## src/rtl/i2c_ira_pkg.sv

```systemverilog
// Package: shared types for the indirect register access slave.
// Assumes the register word is two bus bytes wide.
package i2c_ira_pkg;
    localparam int REG_W  = 16;
    localparam int BYTE_W = 8;

    typedef enum logic [2:0] {
        PH_IDLE, PH_RX, PH_RXACK, PH_LOAD, PH_TX, PH_TXACK
    } phase_t;

    typedef enum logic [2:0] {
        SG_DEV, SG_SUB, SG_AHI, SG_ALO, SG_DHI, SG_DLO, SG_DONE
    } stage_t;
endpackage

```

## src/rtl/i2c_ira_sync.sv

```systemverilog
// Line synchronizer and bus condition detector.
// Brings SCL and SDA into the clock domain through SYNC_LEN flops and
// flags SCL edges, START and STOP. Assumes SCL is much slower than clk.
module i2c_ira_sync #(
    parameter int SYNC_LEN = 2
) (
    input  logic clk,
    input  logic rst_n,
    input  logic scl_i,
    input  logic sda_i,
    output logic sda_s,
    output logic scl_rise,
    output logic scl_fall,
    output logic start_det,
    output logic stop_det
);
    logic [SYNC_LEN-1:0] scl_pipe, sda_pipe;
    logic scl_d, sda_d, scl_s;

    // Shift the raw lines through the synchronizer and keep one older sample.
    always_ff @(posedge clk) begin
        if (!rst_n) begin
            scl_pipe <= '1;
            sda_pipe <= '1;
            scl_d    <= 1'b1;
            sda_d    <= 1'b1;
        end else begin
            scl_pipe <= {scl_pipe[SYNC_LEN-2:0], scl_i};
            sda_pipe <= {sda_pipe[SYNC_LEN-2:0], sda_i};
            scl_d    <= scl_pipe[SYNC_LEN-1];
            sda_d    <= sda_pipe[SYNC_LEN-1];
        end
    end

    // Decode edges and bus conditions from the two newest samples.
    always_comb begin
        scl_s     = scl_pipe[SYNC_LEN-1];
        sda_s     = sda_pipe[SYNC_LEN-1];
        scl_rise  = scl_s & ~scl_d;
        scl_fall  = ~scl_s & scl_d;
        start_det = scl_s & scl_d & sda_d & ~sda_s;
        stop_det  = scl_s & scl_d & ~sda_d & sda_s;
    end

    AST_COND_EXCL: assert property (@(posedge clk) disable iff (!rst_n)
        $onehot0({start_det, stop_det, scl_rise, scl_fall}));
endmodule

```

## src/rtl/i2c_ira_stretch.sv

```systemverilog
// Clock stretch controller.
// On an engage pulse at a byte boundary it holds SCL low until busy and
// the pending bank request are both clear, or until TOUT_CYC cycles pass,
// in which case it releases SCL and emits a one-cycle timeout pulse.
module i2c_ira_stretch #(
    parameter int TOUT_CYC = 1000000
) (
    input  logic clk,
    input  logic rst_n,
    input  logic engage,
    input  logic busy,
    input  logic pend,
    output logic scl_hold,
    output logic tout
);
    localparam int CW = $clog2(TOUT_CYC + 1);
    localparam logic [CW-1:0] LAST = CW'(TOUT_CYC - 1);

    logic [CW-1:0] cnt;

    // Track the hold and its length; release on ready or on expiry.
    always_ff @(posedge clk) begin
        if (!rst_n) begin
            scl_hold <= 1'b0;
            tout     <= 1'b0;
            cnt      <= '0;
        end else begin
            tout <= 1'b0;
            if (engage) begin
                scl_hold <= 1'b1;
                cnt      <= '0;
            end else if (scl_hold) begin
                if (!busy && !pend) begin
                    scl_hold <= 1'b0;
                end else if (cnt == LAST) begin
                    scl_hold <= 1'b0;
                    tout     <= 1'b1;
                end else begin
                    cnt <= cnt + 1'b1;
                end
            end
        end
    end

    AST_TOUT_RELEASE: assert property (@(posedge clk) disable iff (!rst_n)
        tout |-> !scl_hold);
    AST_HOLD_BOUND: assert property (@(posedge clk) disable iff (!rst_n)
        scl_hold |-> (cnt <= LAST));
endmodule

```

## src/rtl/i2c_ira_slave.sv

```systemverilog
// Indirect register access I2C slave (top).
// Decodes device address, mode selector, 16-bit pointer and data bytes,
// issues one bank request per access and stretches SCL at byte boundaries.
// Assumes one master and 7-bit addressing; lines are open-drain enables.
module i2c_ira_slave
    import i2c_ira_pkg::*;
#(
    parameter logic [6:0] DEV_ADDR = 7'b1000101,
    parameter logic [7:0] SUB_WR   = 8'h12,
    parameter logic [7:0] SUB_RD   = 8'h13,
    parameter int         TOUT_CYC = 1000000,
    parameter int         SYNC_LEN = 2
) (
    input  logic             clk,
    input  logic             rst_n,
    input  logic             scl_i,
    input  logic             sda_i,
    output logic             scl_oe,
    output logic             sda_oe,
    input  logic             busy,
    output logic             reg_req,
    output logic             reg_we,
    output logic [REG_W-1:0] reg_addr,
    output logic [REG_W-1:0] reg_wdata,
    input  logic             reg_gnt,
    input  logic [REG_W-1:0] reg_rdata,
    output logic             stretch_err
);
    logic sda_s, scl_rise, scl_fall, start_det, stop_det;
    logic engage, tout, scl_hold, byte_ok;

    phase_t            phase;
    stage_t            stage;
    logic [3:0]        bitcnt;
    logic [BYTE_W-1:0] shreg, tx_lo;
    logic              wr_sel, ptr_rd_ok, rd_xfer, tx_hi, mack;

    i2c_ira_sync #(.SYNC_LEN(SYNC_LEN)) u_sync (
        .clk(clk), .rst_n(rst_n), .scl_i(scl_i), .sda_i(sda_i),
        .sda_s(sda_s), .scl_rise(scl_rise), .scl_fall(scl_fall),
        .start_det(start_det), .stop_det(stop_det)
    );

    i2c_ira_stretch #(.TOUT_CYC(TOUT_CYC)) u_stretch (
        .clk(clk), .rst_n(rst_n), .engage(engage), .busy(busy),
        .pend(reg_req), .scl_hold(scl_hold), .tout(tout)
    );

    assign scl_oe = scl_hold;

    // Decide whether the byte just received is acknowledged.
    always_comb begin
        case (stage)
            SG_DEV:         byte_ok = (shreg[7:1] == DEV_ADDR) && (!shreg[0] || ptr_rd_ok);
            SG_SUB:         byte_ok = (shreg == SUB_WR) || (shreg == SUB_RD);
            SG_AHI, SG_ALO: byte_ok = 1'b1;
            SG_DHI, SG_DLO: byte_ok = wr_sel;
            default:        byte_ok = 1'b0;
        endcase
    end

    // Request a stretch at the end of every ACK bit the slave drove.
    assign engage = (phase == PH_RXACK) && scl_fall && !start_det && !stop_det && !tout;

    // Protocol sequencer: bit shifting, ACK drive, pointer, data and requests.
    always_ff @(posedge clk) begin
        if (!rst_n) begin
            phase       <= PH_IDLE;
            stage       <= SG_DEV;
            bitcnt      <= '0;
            shreg       <= '0;
            tx_lo       <= '0;
            wr_sel      <= 1'b0;
            ptr_rd_ok   <= 1'b0;
            rd_xfer     <= 1'b0;
            tx_hi       <= 1'b0;
            mack        <= 1'b0;
            sda_oe      <= 1'b0;
            reg_req     <= 1'b0;
            reg_we      <= 1'b0;
            reg_addr    <= '0;
            reg_wdata   <= '0;
            stretch_err <= 1'b0;
        end else begin
            if (reg_req && reg_gnt) reg_req <= 1'b0;
            if (tout) begin
                phase       <= PH_IDLE;
                sda_oe      <= 1'b0;
                reg_req     <= 1'b0;
                ptr_rd_ok   <= 1'b0;
                stretch_err <= 1'b1;
            end else if (start_det) begin
                phase       <= PH_RX;
                stage       <= SG_DEV;
                bitcnt      <= '0;
                sda_oe      <= 1'b0;
                stretch_err <= 1'b0;
            end else if (stop_det) begin
                phase     <= PH_IDLE;
                sda_oe    <= 1'b0;
                ptr_rd_ok <= 1'b0;
            end else begin
                case (phase)
                    PH_RX: begin
                        if (scl_rise && bitcnt < 4'd8) begin
                            shreg  <= {shreg[6:0], sda_s};
                            bitcnt <= bitcnt + 4'd1;
                        end
                        if (scl_fall && bitcnt == 4'd8) begin
                            if (byte_ok) begin
                                sda_oe <= 1'b1;
                                phase  <= PH_RXACK;
                                case (stage)
                                    SG_DEV: rd_xfer <= shreg[0];
                                    SG_SUB: begin
                                        wr_sel    <= (shreg == SUB_WR);
                                        ptr_rd_ok <= 1'b0;
                                    end
                                    SG_AHI: reg_addr[15:8] <= shreg;
                                    SG_ALO: begin
                                        reg_addr[7:0] <= shreg;
                                        if (!wr_sel) ptr_rd_ok <= 1'b1;
                                    end
                                    SG_DHI: reg_wdata[15:8] <= shreg;
                                    SG_DLO: reg_wdata[7:0]  <= shreg;
                                    default: ;
                                endcase
                            end else begin
                                sda_oe <= 1'b0;
                                phase  <= PH_IDLE;
                            end
                        end
                    end
                    PH_RXACK: begin
                        if (scl_fall) begin
                            sda_oe <= 1'b0;
                            bitcnt <= '0;
                            phase  <= PH_RX;
                            case (stage)
                                SG_DEV: begin
                                    if (rd_xfer) begin
                                        reg_req <= 1'b1;
                                        reg_we  <= 1'b0;
                                        phase   <= PH_LOAD;
                                    end else begin
                                        stage <= SG_SUB;
                                    end
                                end
                                SG_SUB: stage <= SG_AHI;
                                SG_AHI: stage <= SG_ALO;
                                SG_ALO: begin
                                    stage <= wr_sel ? SG_DHI : SG_DONE;
                                    if (!wr_sel) phase <= PH_IDLE;
                                end
                                SG_DHI: stage <= SG_DLO;
                                default: begin
                                    reg_req <= 1'b1;
                                    reg_we  <= 1'b1;
                                    stage   <= SG_DONE;
                                    phase   <= PH_IDLE;
                                end
                            endcase
                        end
                    end
                    PH_LOAD: begin
                        if (reg_req && reg_gnt) begin
                            shreg  <= reg_rdata[15:8];
                            tx_lo  <= reg_rdata[7:0];
                            tx_hi  <= 1'b1;
                            sda_oe <= ~reg_rdata[15];
                            bitcnt <= 4'd1;
                            phase  <= PH_TX;
                        end
                    end
                    PH_TX: begin
                        if (scl_fall) begin
                            if (bitcnt < 4'd8) begin
                                shreg  <= {shreg[6:0], 1'b0};
                                sda_oe <= ~shreg[6];
                                bitcnt <= bitcnt + 4'd1;
                            end else begin
                                sda_oe <= 1'b0;
                                mack   <= 1'b0;
                                phase  <= PH_TXACK;
                            end
                        end
                    end
                    PH_TXACK: begin
                        if (scl_rise) mack <= ~sda_s;
                        if (scl_fall) begin
                            if (mack && tx_hi) begin
                                shreg  <= tx_lo;
                                sda_oe <= ~tx_lo[7];
                                tx_hi  <= 1'b0;
                                bitcnt <= 4'd1;
                                phase  <= PH_TX;
                            end else begin
                                sda_oe <= 1'b0;
                                phase  <= PH_IDLE;
                            end
                        end
                    end
                    default: ;
                endcase
            end
        end
    end

    AST_REQ_HOLD: assert property (@(posedge clk) disable iff (!rst_n)
        (reg_req && !reg_gnt && !tout) |=> reg_req);
    AST_REQ_ADDR_STABLE: assert property (@(posedge clk) disable iff (!rst_n)
        (reg_req && !reg_gnt && !tout) |=> $stable(reg_addr));
    AST_STOP_TO_IDLE: assert property (@(posedge clk) disable iff (!rst_n)
        (stop_det && !tout) |=> (phase == PH_IDLE));
    AST_IDLE_SDA_FREE: assert property (@(posedge clk) disable iff (!rst_n)
        (phase == PH_IDLE) |-> !sda_oe);
endmodule

```

## config.mk

```make
export PLATFORM = sky130hd
export DESIGN_NAME = i2c_ira_slave
export DESIGN_NICKNAME = d
export VERILOG_FILES = /design/src/rtl/i2c_ira_pkg.sv /design/src/rtl/i2c_ira_sync.sv /design/src/rtl/i2c_ira_stretch.sv /design/src/rtl/i2c_ira_slave.sv
export SDC_FILE = /design/constraint.sdc
export NUM_CORES = 1
export LEC_CHECK = 0
export ABC_AREA = 1
export BUFFER_PORTS_ARGS = -buffer_cell sky130_fd_sc_hd__buf_2
export CAP_MARGIN = 20
export CELL_PAD_IN_SITES_DETAIL_PLACEMENT = 1
export CELL_PAD_IN_SITES_GLOBAL_PLACEMENT = 1
export CORE_UTILIZATION = 45
export DETAILED_ROUTE_END_ITERATION = 16
export PLACE_DENSITY = 0.83
export SLEW_MARGIN = 10
export SYNTH_ARGS = -nofsm -noshare
export SYNTH_HDL_FRONTEND = slang
export SYNTH_HIERARCHICAL = 1
export SYNTH_SLANG_ARGS = --single-unit
```

## constraint.sdc

```tcl
create_clock -name clk -period 5.7 [get_ports clk]
set_input_delay 1.14 -clock clk [delete_from_list [all_inputs] [get_ports clk]]
set_output_delay 1.14 -clock clk [all_outputs]
set_load 0.005 [all_outputs]
```

==> flow_metrics.py, run 1 <==
metrics = {
    "critical_path": {
        "crit_type": "reg2reg",
        "start_kind": "register",
        "crit_slowest_cell": "inv_1",
        "cp.required_ns": 5.95,
        "arrival_ns": 2.91,
        "crit_buf_inv": 5,
        "critPathMaxStageDelay_ns": 0.38,
        "critPathMaxFanout": 16,
        "end_kind": "register",
        "path_cells": "inv_1 > nand2_1 > nor2_1 > inv_2 > nand2_1 > nor2_1 > buf_4 > inv_1 > nor3_2 > nor2_1 > inv_1 > nor4_1",
        "cp_top_family": "simple AND/OR/NAND/NOR gates",
    },
    "drt": {
        "drtPass1Iterations": 4,
        "drtIter0Drc": 275,
        "vias_per_cell": 5.08,
        "via_count": 5097,
        "wl_mm": 14.3,
        "drc_errors": 0,
        "routedWlPerCell_um": 14.3,
        "antenna_left": 0,
    },
    "floorplan": {
        "die_h_um": 110,
        "coreArea_mm2": 0.0114,
        "initial_utilization": 0.460,
        "die_area_mm2": 0.0121,
        "pin_count": 59,
        "die_w_um": 110,
        "rows": 39,
    },
    "timing": {
        "worst-slew-pin-transition_ns": 0.807,
        "slew-limit-headroom": 0.460,
        "final-max-slew-violation-count": 0,
        "fin_tns_setup_ns": 0,
        "period_share": 0.466,
        "min_period_ns": 2.65,
        "rsz0062_at_grt": "no",
        "final_hold_viol_count": 0,
        "finalSetupViolations": 0,
        "max_freq_mhz": 377,
        "skew_ns": 0.00595,
    },
    "clocking": {
        "numClockSinks": 95,
        "clkSlewWorstSetupHoldPaths_ns": 0.07,
        "h-tree-depth": 3,
        "cts_buffers": 9,
        "holdBufCountCts": 0,
        "worstSkewPairLatency_ns": 0.35,
        "post_cts_buffers": 0,
        "cts_resized": 0,
        "cts-root-buf": "clkbuf_16",
        "clock_path_buffers": 2,
        "cts_tree": "done",
    },
    "synthesis": {
        "synth-seq-cells": 95,
        "synthAdderAreaFrac": 0.00717,
        "netlist_top_cells_area": "dfxtp_1 36%, nand2_1 16%, nor2_1 11%, inv_1 7.7%, nand3_1 3.7%",
        "ys_seq_area_frac": 0.363,
        "yosys_warnings": 6,
        "syn_nets": 837,
        "netlist-cell-type-count": 38,
        "synth_area_mm2": 0.00523,
        "synth.top_cells.by_count": "217 x nand2_1, 155 x nor2_1, 107 x inv_1",
        "synth_top_area_share": 0.363,
        "synth_area_leader_cell": "dfxtp_1",
        "yosysMostFrequentCell": "nand2_1",
        "synth_xor_area_frac": 0.0184,
        "synth_compound_area_frac": 0.0904,
        "synth.avg_cell_area_um2": 6.44,
        "post_synth_and_or_nand_nor_area_fraction": 0.398,
        "synthFlopType": "dfxtp_1",
        "synthMuxAreaShare": 0,
        "synth_edf_count": 0,
        "synth-async-reset-ratio": 0,
        "synth_top_family_by_area": "simple AND/OR/NAND/NOR gates",
        "synth_cells": 812,
    },
    "outcome": {
        "status": "finished, final reports clean",
    },
    "place": {
        "gp_congestion": 0.914,
        "dp_cells": 987,
        "dpl.hpwl_mm": 10.6,
        "portBuffers": 58,
    },
    "grt": {
        "grt_overflow": 0,
        "antenna_found_initial": 0,
        "grtUsageTotal": 0.251,
        "grt_pass1_vias": 4925,
        "grt_max_degree": 59,
        "grt_pass1_wl_mm": 23.5,
    },
    "worst_hold_path": {
        "hold_class": "reg2reg",
    },
    "layout": {
        "nFillCells": 1582,
        "layout-drive-gt1-share": 0.153,
        "final_cells": 1003,
        "antennaDiodeCount": 0,
        "area_growth_pct": 11.1,
        "multi_input_area_mm2": 0.00269,
        "seq_area_mm2": 0.00190,
        "fin_util": 0.511,
        "final_nets": 880,
    },
    "flow_run": {
        "maxCapViolCount": 0,
    },
    "power_and_ir_drop": {
        "ir_worst_vdd_mv": 0.155,
        "finalPower_w": 0.00157,
        "leakage_nw": 2.69,
        "power.density_mw_per_mm2": 270,
    },
}
[sequential cells by signal, indices dropped and copies added (netlist names), 2 cells and up]
| register | cells |
|---|---|
| u_stretch/cnt | 20 |
| reg_addr | 16 |
| reg_wdata | 16 |
| shreg | 8 |
| tx_lo | 8 |
| bitcnt | 4 |
| phase | 3 |
| stage | 3 |
| u_sync/scl_pipe | 2 |
| u_sync/sda_pipe | 2 |
[layout by cell type, fill, tap and decap left out, types with 4 or more instances in the layout]
cell / instances
o21ai_0: 25
inv_1: 107
o221ai_1: 4
nor2_1: 155
clkbuf_16: 9
inv_2: 10
nor2_2: 8
nand3_4: 6
a21oi_1: 37
nand2_1: 217
nand4_1: 11
a21oi_2: 6
dfxtp_1: 95
xnor2_1: 4
nand2_2: 18
nand3_1: 39
o21ai_1: 6
buf_2: 58
xor2_1: 7
[path summary, 6_finish.rpt]
path	from	endpoint	slack, ns	cells after the start
worst min register to register	u_sync/scl_pipe[0]$_SDFF_PN1_	u_sync/scl_pipe[1]$_SDFF_PN1_	0.41	2
worst max-delay path	u_sync/sda_pipe[1]$_SDFF_PN1_	u_stretch/tout$_SDFF_PP0_	3.05	12
worst min-delay path	u_sync/scl_pipe[0]$_SDFF_PN1_	u_sync/scl_pipe[1]$_SDFF_PN1_	0.41	2
worst max register to register	u_sync/sda_pipe[1]$_SDFF_PN1_	u_stretch/tout$_SDFF_PP0_	3.05	12
[through the flow]
stage               hold WS, ns  area [um^2]  setup slack [ns]
finish                    0.409         5810              3.05
global route              0.441         5810              2.77
CTS                       0.409         5810              3.03
detailed placement        0.394         5520              2.71
global placement          0.383         5520              2.83
floorplan                 0.380         5230              3.59
[logic make-up after synthesis]
| logic type | Yosys count |
|---|---|
| compound gates | 84 |
| xor+xnor | 11 |
| fa+ha+maj | 3 |
| buf+inv | 147 |
| flops | 95 |
| simple gates | 472 |
[tightest hold or removal path, cell delays in order (launching register included)]
cell     delay [ns]
dfxtp_1        0.31
inv_1          0.03
nand2_1        0.04
[per-layer routing]
layer / routed length (um) / track usage / up-vias
met5: 0 / 0 / -
met3: 324 / 0.0308 / 24
met4: 266 / 0.0895 / 0
met1: 6820 / 0.328 / 2430
met2: 6920 / 0.423 / 71
li1: - / - / 2572
[layout make-up]
type                    count  area share
clock buffers              12      0.0424
clock inverters             4     0.00775
inverters                 119      0.0768
multi-input cells         570       0.463
flip-flops and latches     95       0.327
well taps                 143      0.0308
repair buffers             60      0.0525
[report_power, final]
| part | total, W | switching [W] | leakage (nW) | internal [W] |
|---|---|---|---|---|
| clock | 0.000608 | 0.000258 | 0.146 | 0.000350 |
| combinational | 0.000246 | 0.000168 | 1.78 | 0.0000773 |
| sequential | 0.000717 | 0.0000317 | 0.767 | 0.000686 |
Note: power is estimated with default switching activity, not from simulation.
==> run 2: changes to the inputs <==
ABC_AREA = 0   (was 1)
CORE_UTILIZATION = 44   (was 45)
PLACE_DENSITY = 0.77   (was 0.83)
clock period = 2.7 ns   (was 5.7 ns; I/O delays follow)
==> run 2 against run 1 <==
Effect of this change: register-to-register slack got worse by 2.8 ns; critical path depth fell by 7; die area fell by 6.5%; largest power group unchanged; sequential cell count did not move; combinational power fell by 44%; worst setup slack got worse by 2.8 ns; cell count fell by 25%; final area fell by 6.8%; first-iteration DRC count fell by 25%; sequential power rose by 98%; global-route usage rose by 0.63 points; area after synthesis fell by 8.7%; largest cell class unchanged.
==> flow_metrics.py, run 2 <==
metrics = {
    "grt": {
        "grt_pass1_wl_mm": 22.6,
        "grt_pass1_vias": 4367,
        "grt_max_degree": 56,
        "grtUsageTotal": 0.257,
        "antenna_found_initial": 0,
        "grt_overflow": 0,
    },
    "clocking": {
        "clkSlewWorstSetupHoldPaths_ns": 0.10,
        "cts_buffers": 9,
        "cts_tree": "done",
        "worstSkewPairLatency_ns": 0.39,
        "h-tree-depth": 3,
        "clock_path_buffers": 2,
        "cts_resized": 0,
        "numClockSinks": 95,
        "cts-root-buf": "clkbuf_8",
        "holdBufCountCts": 0,
        "post_cts_buffers": 0,
    },
    "synthesis": {
        "synth.avg_cell_area_um2": 8.56,
        "synth_area_mm2": 0.00478,
        "synth.top_cells.by_count": "95 x dfxtp_1, 67 x nor2_1, 51 x mux2i_1",
        "yosys_warnings": 6,
        "synth_area_leader_cell": "dfxtp_1",
        "synth_cells": 558,
        "yosysMostFrequentCell": "dfxtp_1",
        "synth_top_area_share": 0.398,
        "synth-seq-cells": 95,
        "synth-async-reset-ratio": 0,
        "synthFlopType": "dfxtp_1",
        "ys_seq_area_frac": 0.398,
        "synth_edf_count": 0,
        "netlist_top_cells_area": "dfxtp_1 40%, mux2i_1 11%, nor2_1 5.3%, nand2_1 3.8%, a21oi_1 3.5%",
        "netlist-cell-type-count": 72,
        "syn_nets": 583,
    },
    "floorplan": {
        "pin_count": 59,
        "rows": 37,
        "initial_utilization": 0.459,
        "die_area_mm2": 0.0113,
        "coreArea_mm2": 0.0104,
        "die_w_um": 106,
        "die_h_um": 106,
    },
    "timing": {
        "worst-slew-pin-transition_ns": 0.672,
        "max_freq_mhz": 405,
        "slew-limit-headroom": 0.552,
        "finalSetupViolations": 0,
        "final-max-slew-violation-count": 0,
        "fin_tns_setup_ns": 0,
        "skew_ns": 0.00860,
        "period_share": 0.914,
        "final_hold_viol_count": 0,
        "min_period_ns": 2.47,
        "rsz0062_at_grt": "no",
    },
    "flow_run": {
        "maxCapViolCount": 0,
    },
    "drt": {
        "drc_errors": 0,
        "via_count": 4426,
        "antenna_left": 0,
        "vias_per_cell": 5.90,
        "routedWlPerCell_um": 18.3,
        "drtIter0Drc": 205,
        "wl_mm": 13.7,
        "drtPass1Iterations": 4,
    },
    "layout": {
        "top_register": "u_stretch/cnt",
        "top_regs": "u_stretch/cnt: 20 flops, reg_addr: 16 flops, reg_wdata: 16 flops",
        "layout-drive-gt1-share": 0.179,
        "antennaDiodeCount": 0,
        "final_nets": 634,
        "mostFrequentLayoutCells": "95 x dfxtp_1, 67 x nor2_1, 58 x buf_2, 51 x mux2i_1, 48 x nand2_1",
        "largest_reg_flops": 20,
        "final_cell_area_mm2": 0.00542,
        "final_common_cell": "dfxtp_1",
        "area_growth_pct": 13.4,
        "nFillCells": 1265,
    },
    "critical_path": {
        "arrival_ns": 2.73,
        "crit_buf_inv": 0,
        "cp_top_family": "compound AO/OA/AOI/OAI gates",
        "crit_slowest_cell": "a2111oi_4",
        "critPathMaxStageDelay_ns": 0.60,
        "critPathMaxFanout": 8,
        "crit_type": "reg2reg",
        "end_kind": "register",
        "start_kind": "register",
        "cp.required_ns": 2.96,
        "path_cells": "or4b_4 > a2111oi_4 > o2111ai_4 > mux2i_1 > nor2_1",
    },
    "outcome": {
        "status": "finished, final reports clean",
    },
    "place": {
        "dpl.hpwl_mm": 10.1,
        "post_dp_cell_area_mm2": 0.00523,
        "gp_congestion": 0.892,
        "portBuffers": 58,
    },
    "power_and_ir_drop": {
        "leakage_nw": 2.31,
        "power.density_mw_per_mm2": 454,
        "ir_worst_vdd_mv": 0.305,
    },
    "worst_hold_path": {
        "hold_class": "in2reg",
    },
}
## run 2: cell types whose count changed after synthesis, sizes merged, moves of 11 or more
cell	delta
nand3	-27
inv	-96
nor2b	+11
nand2	-188
nor2	-98
buf	-13
clkbuf	+24
nand2b	+13
mux2i	+51
## run 2: cells by family (layout without fill, tap and decap cells)
group / count (synthesis) / count (layout) / share of synthesized area
AOI/OAI and AO/OA: 126 / 126 / 0.190
xor gates and xnor gates: 2 / 2 / 0.00367
adders and majority gates: 3 / 3 / 0.00786
buffers and inverters: 60 / 116 / 0.0498
DFF: 95 / 95 / 0.398
muxes: 51 / 51 / 0.107
and+or+nand+nor: 221 / 221 / 0.244
## run 2: metrics by stage
| step | cells | hold WS (ns) | setup slack, ns | power [W] | utilization |
|---|---|---|---|---|---|
| after floorplan | 558 | 0.386 | 0.534 | 0.00153 | - |
| after global placement | 733 | 0.403 | 0.291 | 0.00158 | 0.502 |
| after detailed placement | 733 | 0.396 | 0.167 | 0.00158 | 0.502 |
| after CTS | 749 | 0.318 | 0.146 | 0.00249 | 0.519 |
| after global routing | 750 | 0.333 | 0.0413 | 0.00256 | 0.520 |
| final | 750 | 0.332 | 0.233 | 0.00246 | 0.520 |
## run 2: final timing paths
kind	endpoint	startpoint	depth (start not counted)	slack (ns)
max	reg_wdata[12]$_SDFFE_PN0P_	shreg[1]$_SDFFE_PN0P_	5	0.23
min	u_sync/scl_pipe[0]$_SDFF_PN1_	scl_i	2	0.33
max reg2reg	reg_wdata[12]$_SDFFE_PN0P_	shreg[1]$_SDFFE_PN0P_	5	0.23
min reg2reg	u_sync/scl_pipe[1]$_SDFF_PN1_	u_sync/scl_pipe[0]$_SDFF_PN1_	1	0.42
## run 2: cell type report
class / instances / area, um^2 / share of cell area
multi-input combinational: 403 / 2640 / 0.487
sequential: 95 / 1900 / 0.351
timing repair buffer: 79 / 448 / 0.0827
tap: 136 / 170 / 0.0314
clock buffer: 9 / 124 / 0.0229
inverter: 21 / 78.8 / 0.0145
clock inverter: 7 / 56.3 / 0.0104
## run 2: routing by layer
metal | share of wire | GRT usage | wire [um] | up-vias
met3 | 0.035 | 0.0386 | 484 | 26
met1 | 0.48 | 0.349 | 6520 | 2175
met5 | 0 | 0 | 0 | -
met2 | 0.47 | 0.404 | 6380 | 102
li1 | - | - | - | 2123
met4 | 0.023 | 0.114 | 322 | 0
## run 2: where the power goes
group | internal [W] | switching (W)
sequential | 0.00141 | 0.00000818
clock | 0.000346 | 0.000560
combinational | 0.0000504 | 0.0000865
## run 2: worst register-to-register path, cell delays in order (launching register included)
cell,delay (ns)
dfxtp_1,0.52
or4b_4,0.56
a2111oi_4,0.60
o2111ai_4,0.35
mux2i_1,0.25
nor2_1,0.06
